**src/rtl/tpc_pkg.sv**
```systemverilog
package tpc_pkg;
  typedef enum logic [2:0] {
    A_CTL    = 3'd0,
    A_CMP_HI = 3'd1,
    A_CMP_LO = 3'd2,
    A_RLD_HI = 3'd3,
    A_RLD_LO = 3'd4,
    A_CAP_HI = 3'd5,
    A_CAP_LO = 3'd6,
    A_STAT   = 3'd7
  } reg_addr_e;

  localparam int CTL_SEL_BIT  = 0;
  localparam int CTL_DUAL_BIT = 4;
  localparam int CTL_UE_BIT   = 5;
  localparam logic [7:0] CTL_MASK = 8'h31;
endpackage

```
**src/rtl/tpc_regs.sv**
```systemverilog
module tpc_regs
  import tpc_pkg::*;
#(
  parameter int CNT_W = 16,
  parameter logic [CNT_W-1:0] RELOAD_INIT = '1
) (
  input  logic             clk,
  input  logic             rst,
  input  logic             wr_en,
  input  logic [2:0]       wr_addr,
  input  logic [7:0]       wr_data,
  input  logic [2:0]       rd_addr,
  output logic [7:0]       rd_data,
  input  logic             tmr_en,
  input  logic             wrap_evt,
  input  logic [CNT_W-1:0] cap_val,
  input  logic             cap_flag,
  output logic             sel_pclk,
  output logic             dual_edge,
  output logic             upd_bypass,
  output logic [CNT_W-1:0] cmp_act,
  output logic [CNT_W-1:0] reload,
  output logic             flag_clr
);
  localparam int HI_W = CNT_W - 8;

  logic [7:0]       ctl_q;
  logic [CNT_W-1:0] cmp_sh;
  logic             wr_ctl, wr_cmp_hi, wr_cmp_lo, wr_rld_hi, wr_rld_lo;
  logic             direct;

  assign wr_ctl    = wr_en && (wr_addr == A_CTL);
  assign wr_cmp_hi = wr_en && (wr_addr == A_CMP_HI);
  assign wr_cmp_lo = wr_en && (wr_addr == A_CMP_LO);
  assign wr_rld_hi = wr_en && (wr_addr == A_RLD_HI);
  assign wr_rld_lo = wr_en && (wr_addr == A_RLD_LO);
  assign flag_clr  = wr_en && (wr_addr == A_STAT);

  assign sel_pclk   = ctl_q[CTL_SEL_BIT];
  assign dual_edge  = ctl_q[CTL_DUAL_BIT];
  assign upd_bypass = ctl_q[CTL_UE_BIT];
  assign direct     = !tmr_en || upd_bypass;

  always_ff @(posedge clk) begin
    if (rst) begin
      ctl_q   <= 8'h00;
      cmp_sh  <= '0;
      cmp_act <= '0;
      reload  <= RELOAD_INIT;
    end else begin
      if (wr_ctl) ctl_q <= wr_data & CTL_MASK;
      if (wr_cmp_hi) cmp_sh[CNT_W-1:8] <= wr_data[HI_W-1:0];
      if (wr_cmp_lo) cmp_sh[7:0] <= wr_data;
      if (wrap_evt && !direct) cmp_act <= cmp_sh;
      if (direct && wr_cmp_hi) cmp_act[CNT_W-1:8] <= wr_data[HI_W-1:0];
      if (direct && wr_cmp_lo) cmp_act[7:0] <= wr_data;
      if (wr_rld_hi) reload[CNT_W-1:8] <= wr_data[HI_W-1:0];
      if (wr_rld_lo) reload[7:0] <= wr_data;
    end
  end

  always_ff @(posedge clk) begin
    if (rst) begin
      rd_data <= 8'h00;
    end else begin
      case (reg_addr_e'(rd_addr))
        A_CTL:    rd_data <= ctl_q;
        A_CMP_HI: rd_data <= 8'(cmp_act >> 8);
        A_CMP_LO: rd_data <= cmp_act[7:0];
        A_RLD_HI: rd_data <= 8'(reload >> 8);
        A_RLD_LO: rd_data <= reload[7:0];
        A_CAP_HI: rd_data <= 8'(cap_val >> 8);
        A_CAP_LO: rd_data <= cap_val[7:0];
        A_STAT:   rd_data <= {7'd0, cap_flag};
        default:  rd_data <= 8'h00;
      endcase
    end
  end

  a_r2_reserved_zero: assert property (@(posedge clk) disable iff (rst)
    (rd_addr == A_CTL) |=> ((rd_data & ~CTL_MASK) == 8'h00));

  a_r3_direct_low_byte: assert property (@(posedge clk) disable iff (rst)
    (wr_cmp_lo && !tmr_en) |=> (cmp_act[7:0] == $past(wr_data)));

  a_r4_shadow_holds: assert property (@(posedge clk) disable iff (rst)
    (tmr_en && !upd_bypass && !wrap_evt) |=> $stable(cmp_act));
endmodule

```
**src/rtl/tpc_counter.sv**
```systemverilog
module tpc_counter #(
  parameter int CNT_W = 16
) (
  input  logic             clk,
  input  logic             rst,
  input  logic             tmr_en,
  input  logic             sel_pclk,
  input  logic             pclk_en,
  input  logic [CNT_W-1:0] reload,
  input  logic [CNT_W-1:0] cmp_act,
  output logic [CNT_W-1:0] cnt,
  output logic             wrap_evt,
  output logic             pwm
);
  localparam logic [CNT_W-1:0] ONE = CNT_W'(1);

  logic tick, adv;

  assign tick     = sel_pclk ? pclk_en : 1'b1;
  assign adv      = tmr_en && tick;
  assign wrap_evt = adv && (cnt >= reload);

  always_ff @(posedge clk) begin
    if (rst) begin
      cnt <= ONE;
      pwm <= 1'b0;
    end else begin
      if (!tmr_en)       cnt <= ONE;
      else if (wrap_evt) cnt <= ONE;
      else if (adv)      cnt <= cnt + ONE;
      pwm <= (cnt < cmp_act);
    end
  end

  a_r6_forced_one: assert property (@(posedge clk) disable iff (rst)
    !tmr_en |=> (cnt == ONE));

  a_r6_wraps_to_one: assert property (@(posedge clk) disable iff (rst)
    (tmr_en && tick && (cnt >= reload)) |=> (cnt == ONE));

  a_r7_waits_for_strobe: assert property (@(posedge clk) disable iff (rst)
    (tmr_en && sel_pclk && !pclk_en) |=> $stable(cnt));
endmodule

```
**src/rtl/tpc_capture.sv**
```systemverilog
module tpc_capture #(
  parameter int CNT_W       = 16,
  parameter int SYNC_STAGES = 2
) (
  input  logic             clk,
  input  logic             rst,
  input  logic             tin,
  input  logic             tmr_en,
  input  logic             dual_edge,
  input  logic             cap_rise,
  input  logic             flag_clr,
  input  logic [CNT_W-1:0] cnt,
  output logic [CNT_W-1:0] cap_val,
  output logic             cap_flag
);
  logic [SYNC_STAGES-1:0] sync_q;
  logic                   prev_q, cur, rise, fall, hit;

  always_ff @(posedge clk) begin
    if (rst) sync_q[0] <= 1'b0;
    else     sync_q[0] <= tin;
  end

  for (genvar g = 1; g < SYNC_STAGES; g++) begin : g_sync
    always_ff @(posedge clk) begin
      if (rst) sync_q[g] <= 1'b0;
      else     sync_q[g] <= sync_q[g-1];
    end
  end

  assign cur  = sync_q[SYNC_STAGES-1];
  assign rise = cur && !prev_q;
  assign fall = !cur && prev_q;
  assign hit  = tmr_en && (dual_edge ? (rise || fall) : (cap_rise ? rise : fall));

  always_ff @(posedge clk) begin
    if (rst) begin
      prev_q   <= 1'b0;
      cap_val  <= '0;
      cap_flag <= 1'b0;
    end else begin
      prev_q <= cur;
      if (hit) cap_val <= cnt;
      if (hit)           cap_flag <= 1'b1;
      else if (flag_clr) cap_flag <= 1'b0;
    end
  end

  a_r12_flag_sticky: assert property (@(posedge clk) disable iff (rst)
    (cap_flag && !flag_clr) |=> cap_flag);

  a_r9_no_capture_when_off: assert property (@(posedge clk) disable iff (rst)
    !tmr_en |=> $stable(cap_val));

  a_r11_every_hit_flags: assert property (@(posedge clk) disable iff (rst)
    hit |=> cap_flag);
endmodule

```
**src/rtl/pwm_cap_timer.sv**
```systemverilog
module pwm_cap_timer
  import tpc_pkg::*;
#(
  parameter int CNT_W       = 16,
  parameter int SYNC_STAGES = 2,
  parameter logic [CNT_W-1:0] RELOAD_INIT = '1
) (
  input  logic             clk,
  input  logic             rst,
  input  logic             bus_wr,
  input  logic [2:0]       bus_waddr,
  input  logic [7:0]       bus_wdata,
  input  logic [2:0]       bus_raddr,
  output logic [7:0]       bus_rdata,
  input  logic             tmr_en,
  input  logic             pclk_en,
  input  logic             cap_rise,
  input  logic             tmr_in,
  output logic [CNT_W-1:0] cnt_o,
  output logic [CNT_W-1:0] cap_val_o,
  output logic             cap_flag_o,
  output logic             pwm_o
);
  logic             sel_pclk, dual_edge, upd_bypass, flag_clr, wrap_evt;
  logic [CNT_W-1:0] cmp_act, reload;

  tpc_regs #(.CNT_W(CNT_W), .RELOAD_INIT(RELOAD_INIT)) u_regs (
    .clk(clk), .rst(rst),
    .wr_en(bus_wr), .wr_addr(bus_waddr), .wr_data(bus_wdata),
    .rd_addr(bus_raddr), .rd_data(bus_rdata),
    .tmr_en(tmr_en), .wrap_evt(wrap_evt),
    .cap_val(cap_val_o), .cap_flag(cap_flag_o),
    .sel_pclk(sel_pclk), .dual_edge(dual_edge), .upd_bypass(upd_bypass),
    .cmp_act(cmp_act), .reload(reload), .flag_clr(flag_clr)
  );

  tpc_counter #(.CNT_W(CNT_W)) u_counter (
    .clk(clk), .rst(rst), .tmr_en(tmr_en),
    .sel_pclk(sel_pclk), .pclk_en(pclk_en),
    .reload(reload), .cmp_act(cmp_act),
    .cnt(cnt_o), .wrap_evt(wrap_evt), .pwm(pwm_o)
  );

  tpc_capture #(.CNT_W(CNT_W), .SYNC_STAGES(SYNC_STAGES)) u_capture (
    .clk(clk), .rst(rst), .tin(tmr_in), .tmr_en(tmr_en),
    .dual_edge(dual_edge), .cap_rise(cap_rise), .flag_clr(flag_clr),
    .cnt(cnt_o), .cap_val(cap_val_o), .cap_flag(cap_flag_o)
  );
endmodule

```
**config.mk**
```make
export PLATFORM = sky130hd
export DESIGN_NAME = pwm_cap_timer
export DESIGN_NICKNAME = d
export VERILOG_FILES = /design/src/rtl/tpc_pkg.sv /design/src/rtl/tpc_regs.sv /design/src/rtl/tpc_counter.sv /design/src/rtl/tpc_capture.sv /design/src/rtl/pwm_cap_timer.sv
export SDC_FILE = /design/constraint.sdc
export NUM_CORES = 1
export LEC_CHECK = 0
export BUFFER_PORTS_ARGS = -buffer_cell sky130_fd_sc_hd__buf_4
export CAP_MARGIN = 10
export CELL_PAD_IN_SITES_DETAIL_PLACEMENT = 1
export CELL_PAD_IN_SITES_GLOBAL_PLACEMENT = 2
export CORE_MARGIN = 3
export CORE_UTILIZATION = 35
export CTS_CLUSTER_SIZE = 12
export DETAILED_ROUTE_END_ITERATION = 6
export HOLD_SLACK_MARGIN = 0.05
export PLACE_DENSITY_LB_ADDON = 0.12
export SYNTH_ARGS = -nofsm -noshare
export SYNTH_HDL_FRONTEND = slang
export SYNTH_SLANG_ARGS = --single-unit
export TNS_END_PERCENT = 100
```
**constraint.sdc**
```tcl
create_clock -name clk -period 3.2 [get_ports clk]
set_input_delay 0.64 -clock clk [delete_from_list [all_inputs] [get_ports clk]]
set_output_delay 0.64 -clock clk [all_outputs]
set_load 0.05 [all_outputs]
```
# After elaboration in Yosys (flattened, before gate mapping)
# Index checks and enable logic that the tools add are counted.
# word_totals
in_bits,21
out_inout_bits,42
regBits,96
elab_cells,66
# op_classes
mux,9
reduce_logical,26
n_lt_le_gt_ge,2
n_eq_ne,12
add_sub_neg,1
n_bitwise,1
# ops
op,n
$pmux W8 S8,1
$eq A3 B3 Y1 const B,6
$add A16 B1 Y16 const B,1
$ge A16 B16 Y1,1
$lt A16 B16 Y1,1
$mux W16,1
$mux W8,2
$logic_and A1 B1 Y1,14
$eq A3 B2 Y1 const B,4
$eq A3 B1 Y1 const B,2
$logic_not A3 Y1,2
$reduce_bool A2 Y1,3
$mux W1,5
$logic_not A1 Y1,4
$reduce_or A3 Y1,1
$logic_or A1 B1 Y1,2
$not A1 Y1,1

# Depth between registers and ports, before layout
# depth
depth_word,6
ltp_mapped,9
mapped_depth_nobuf,8

# Cells and area by module
# Synthesis repeated with hierarchy kept, for this count alone.
# hier_totals
cells_unflattened,597
area_unflattened_um2,5248.8
# modules_own_cells
mod,instances,area_each_um2,cells_per_inst,seq_area_each_um2
tpc_regs,1,2745.1,315,1181.1
tpc_counter,1,1610.3,197,340.3
tpc_capture,1,893.4,85,400.4

# Least setup slack after synthesis
# No wires, ideal clock.
# synth_path
path_type,register -> register
start,register u_counter.cnt[10]
end,register u_regs.cmp_act[15]
path_buffers,1
setup_ns,0.103
required_ns,3.097
stages_incl_launch_ff,9
path_slack_ns,0.616
arrival_time_ns,2.481
period_less_slack_ns,2.584
cell_sequence,dfxtp_1 > ha_1 > and4_1 > nand2_1 > or4_4 > a31oi_4 > buf_6 > nor3_1 > a2111oi_2
# synth_between
elab_chain_len,4
# synth_lines
element,line,text
start: declaration,tpc_counter.sv:11,"output logic [CNT_W-1:0] cnt,"
start signal: assignment,tpc_counter.sv:30,else if (adv) cnt <= cnt + ONE;
$ge A16 B16 Y1,tpc_counter.sv:21,assign wrap_evt = adv && (cnt >= reload);
$logic_and A1 B1 Y1,tpc_counter.sv:21,
$logic_and A1 B1 Y1,tpc_regs.sv:54,if (wrap_evt && !direct) cmp_act <= cmp_sh;
$reduce_bool A2 Y1 (no line),-,
end signal: assignment,tpc_regs.sv:54,
end signal: indexed assignment,tpc_regs.sv:55,if (direct && wr_cmp_hi) cmp_act[CNT_W-1:8] <= wr_data[HI_W-1:0];
end: declaration,tpc_regs.sv:21,"output logic [CNT_W-1:0] cmp_act,"
# No other way between the ends.
# A chain may end at the register's enable or synchronous reset.

# Worst setup path in the final report
# layout_path
start,register u_counter.cnt[13]
end,register u_regs.cmp_act[2]
# Same word-level chain as after synthesis.

==> impl_results.md <==
* Post-route DRC violation count at 0
* Fraction of the yosys area taken by sequential cells at 39.55%
* Share of final-layout standard cells stronger than drive strength 1 at 18.28%
* Final ANT Viol Nets at 0
* Placer Congestion at 0.8197
* Global-route total usage across every layer at 21.39%
* Post-synthesis compound-gate area fraction at 14.78%
* First drt pass iteration count at 4
* Largest net degree at the start of global routing at 54
* Area growth from synthesis to layout at 20.24%
* Via count of the first global-routing pass at 4420
* Fmax at 348.6 MHz
* Worst-path cell chain: ha_1 > and4_1 > nand2_1 > or4_4 > a31oi_4 > buf_4 > mux2i_1 > a211oi_1
* Root buffer cell: sky130_fd_sc_hd__clkbuf_16
* Met3 track demand over resource in global routing at 3.179%
* Mean area per synthesized cell at 8.693 um2
* Worst-case setup slack after placement at 374.1 ps
* Number of port buffers at 62
* Final-report setup violation count at 0
* Clock buffer count from CTS at 9
* Cell types occupying the most area after synthesis: sky130_fd_sc_hd__dfxtp_1 (40%), sky130_fd_sc_hd__ha_1 (8.8%), sky130_fd_sc_hd__mux2i_1 (6.8%)
* Dominant synthesized flop cell: sky130_fd_sc_hd__dfxtp_1
* Share of synthesized area spent on multiplexers at 8.419%
* Number of buffers inserted for hold repair after clock tree synthesis at 0
* Clock sink count at 96
* Total number of vias at 4252
* Post-synthesis xor/xnor area fraction at 2.703%
* Total number of nets in the final design at 679
* Run status: finished clean
* Hold violation total from the final report at 0
* Buffer depth of the longest clock path at 2
* Library cell occupying the most area in the post-synthesis netlist: sky130_fd_sc_hd__dfxtp_1
* Max H-tree Level at 3
* Synthesized area at 0.004860 mm2
* Sum Neg Setup Slack at 0 ps
* Final wirelength at 15420 um
* Die footprint at 0.01534 mm2
* Final-layout fill cell count at 1594
* Number of primary I/O pins at 63
* Dominant cell by count in the synthesized netlist: sky130_fd_sc_hd__dfxtp_1
* Worst slew margin relative to its limit at 43.95%
* Number of antenna violations at the first check in global routing at 0
* Buffer count from post-CTS setup fixing at 0
* Highest fanout seen on the critical path at 18
* Simple-gate share of the synthesized area at 19.95%
* Later-pin clock latency in the skew report at 350 ps
* Worst setup margin at 331.1 ps
* Standard cell with the maximum stage delay on the critical path: sky130_fd_sc_hd__or4_4
* Clock-pin transition on the worst setup and hold timing paths at 70 ps
* Busiest layer in global routing: met2
* Floorplan row count at 42
* Final cell utilization of the core at 43.60%
* Avg Vias per Cell at 5.282
* Worst hold path class: reg -> reg
* CP Data Arrival Time at 3070 ps
* RSZ-0062 raised after global routing: false
* Placed cell area at 0.005544 mm2
* Min Hold Slack at 451.7 ps
* Starting density of the core at 36.27%
* Met1 routing resource usage after global routing at 27.68%
* Worst setup SP type: flop
* Net count after synthesis at 614
* Post-layout min period at 2869 ps
* Area of all placed cells without fillers at 0.005843 mm2
* Arithmetic-cell share of the synthesized area counting full adders, half adders and majority gates at 8.754%
* CTS tree: built
* DIE HEIGHT at 123.8 um
* Highest cell delay on the worst timing path at 560 ps
* Power per cell area at 448.7 mW/mm2
* Kind of critical path: reg -> reg
* Number of cells upsized or downsized after cts at 0
* Sort of element at the end of the critical path: flop
* Max IR drop VDD at 0.1893 mV
* Number of diodes at 0
* Static Leakage at 0.002577 uW
* Violation count after the first detailed-route iteration at 239
* Worst path required time at 3400 ps
* Proportion of netlist area held by the largest area contributor at 39.55%
* Die X-Extent at 123.8 um
* Internal reg-to-reg setup slack at 330 ps
* Number of enable flip-flop cells after synthesis at 0
* Core Footprint at 0.01340 mm2
* Post-DP HPWL at 11670 um
* # Max-Cap Violations at 0
* Ratio of final minimum period to clock period at 89.65%
* #FFs+latches synth at 96
* Largest family of logic cells by synthesized area: simple AND/OR/NAND/NOR gates
* Final worst clock skew at 8.350 ps
* M2 GR Usage at 36.60%
* Wire length per cell at 19.15 um
* Yosys synthesis warning count at 0
* Count of different cell masters after synthesis at 55
* Global-route wire length before repair at 24560 um
* Global-route congestion overflow total at 0
* Commonest cells in the synthesized netlist: sky130_fd_sc_hd__dfxtp_1 (96), sky130_fd_sc_hd__nor2_1 (73), sky130_fd_sc_hd__nand2_1 (72)
* Proportion of register bits with asynchronous set or reset after synthesis at 0%
* Pins Over Slew Limit at 0
* Measured slew at the worst slew-check pin at 834.3 ps
* Gate count after technology mapping at 559
[per-stage QoR]
stage	power, uW	cells
6_report	2622	805
5_1_grt	2720	805
4_1_cts	2653	805
3_5_place_dp	1536	789
3_3_place_gp	1529	789
2_1_floorplan	1438	559
[power by group]
part | switching [uW] | total, uW | leakage [uW] | internal, uW
registers | 17.8 | 1240 | 0.000779 | 1220
clock network | 488 | 1110 | 0.000145 | 627
logic | 172 | 266 | 0.00165 | 94.1
[final cells by class]
class | count | area [um2] | area share, %
flip-flops and latches | 96 | 1922 | 32.89
well taps | 176 | 220.2 | 3.769
clock inverters | 5 | 56.30 | 0.9636
inverters | 38 | 142.6 | 2.441
repair buffers | 80 | 600.6 | 10.28
multi-input cells | 399 | 2659 | 45.50
clock buffers | 11 | 242.7 | 4.154
[sequential cells by signal, indices dropped and copies added, names as in the netlist]
register,flops
u_regs.ctl_q,3
u_capture.cur,1
u_regs.reload,16
u_counter.pwm,1
u_counter.cnt,16
u_regs.rd_data,8
u_capture.sync_q,1
u_capture.prev_q,1
u_capture.cap_val,16
u_regs.cmp_sh,16
u_regs.cmp_act,16
u_capture.cap_flag,1
[layout by cell type, fill, tap and decap left out, types with 2 or more instances in the layout]
master                       n
sky130_fd_sc_hd__and4_1      2
sky130_fd_sc_hd__dfxtp_1    96
sky130_fd_sc_hd__a221oi_1    5
sky130_fd_sc_hd__nor2b_1     9
sky130_fd_sc_hd__or3_1       2
sky130_fd_sc_hd__nand3_1    11
sky130_fd_sc_hd__a2111oi_2   2
sky130_fd_sc_hd__clkbuf_16   9
sky130_fd_sc_hd__xor2_1      9
sky130_fd_sc_hd__inv_1      37
sky130_fd_sc_hd__or3_2       3
sky130_fd_sc_hd__nor2_1     73
sky130_fd_sc_hd__nand3b_1   10
sky130_fd_sc_hd__a21o_1      4
sky130_fd_sc_hd__a22oi_1     5
sky130_fd_sc_hd__o211ai_1    2
sky130_fd_sc_hd__a21oi_1    39
sky130_fd_sc_hd__buf_4      80
sky130_fd_sc_hd__and3_1      3
sky130_fd_sc_hd__mux4_2      3
sky130_fd_sc_hd__a211o_1     9
sky130_fd_sc_hd__clkinv_2    2
sky130_fd_sc_hd__nor3b_2     2
sky130_fd_sc_hd__o31ai_1     2
sky130_fd_sc_hd__a211oi_1   12
sky130_fd_sc_hd__ha_1       34
sky130_fd_sc_hd__nor3_1      7
sky130_fd_sc_hd__nand4_1     5
sky130_fd_sc_hd__nand2_1    72
sky130_fd_sc_hd__nand2b_1    4
sky130_fd_sc_hd__xnor2_1     6
sky130_fd_sc_hd__o21ai_0    11
sky130_fd_sc_hd__a2111oi_0   2
sky130_fd_sc_hd__mux2i_1    33
[layer usage]
metal  up-vias  part of all wire, %
met5         -                    0
met4         0                  1.8
met3        18                  3.2
met2        80                   49
met1      2087                   46
li1       2067                    -
[worst max-delay path: cells and delay by family (launching register included)]
family	cells	cell delay, ps
multiplexers	1	200
adder cells (fa/ha/maj)	1	340
AND/OR/NAND/NOR	3	880
buffers and inverters	1	260
flip-flops	1	400
AO/OA/AOI/OAI	2	640
[cells by family after synthesis]
kind of cell | Yosys count
AOI/OAI and AO/OA | 104
and+or+nand+nor | 209
DFF | 96
adders and majority gates | 34
buffers and inverters | 64
xor gates and xnor gates | 15
muxes | 37
[final timing paths]
check	startpoint	end	depth (start not counted)
setup reg to reg	u_counter.cnt[13]	u_regs.cmp_act[2]	8
hold reg to reg	u_capture.sync_q[0]	u_capture.cur	1
hold / removal	u_capture.sync_q[0]	u_capture.cur	1
setup / recovery	u_counter.cnt[13]	u_regs.cmp_act[2]	8
No activity file was read; power rests on OpenSTA's default activity.
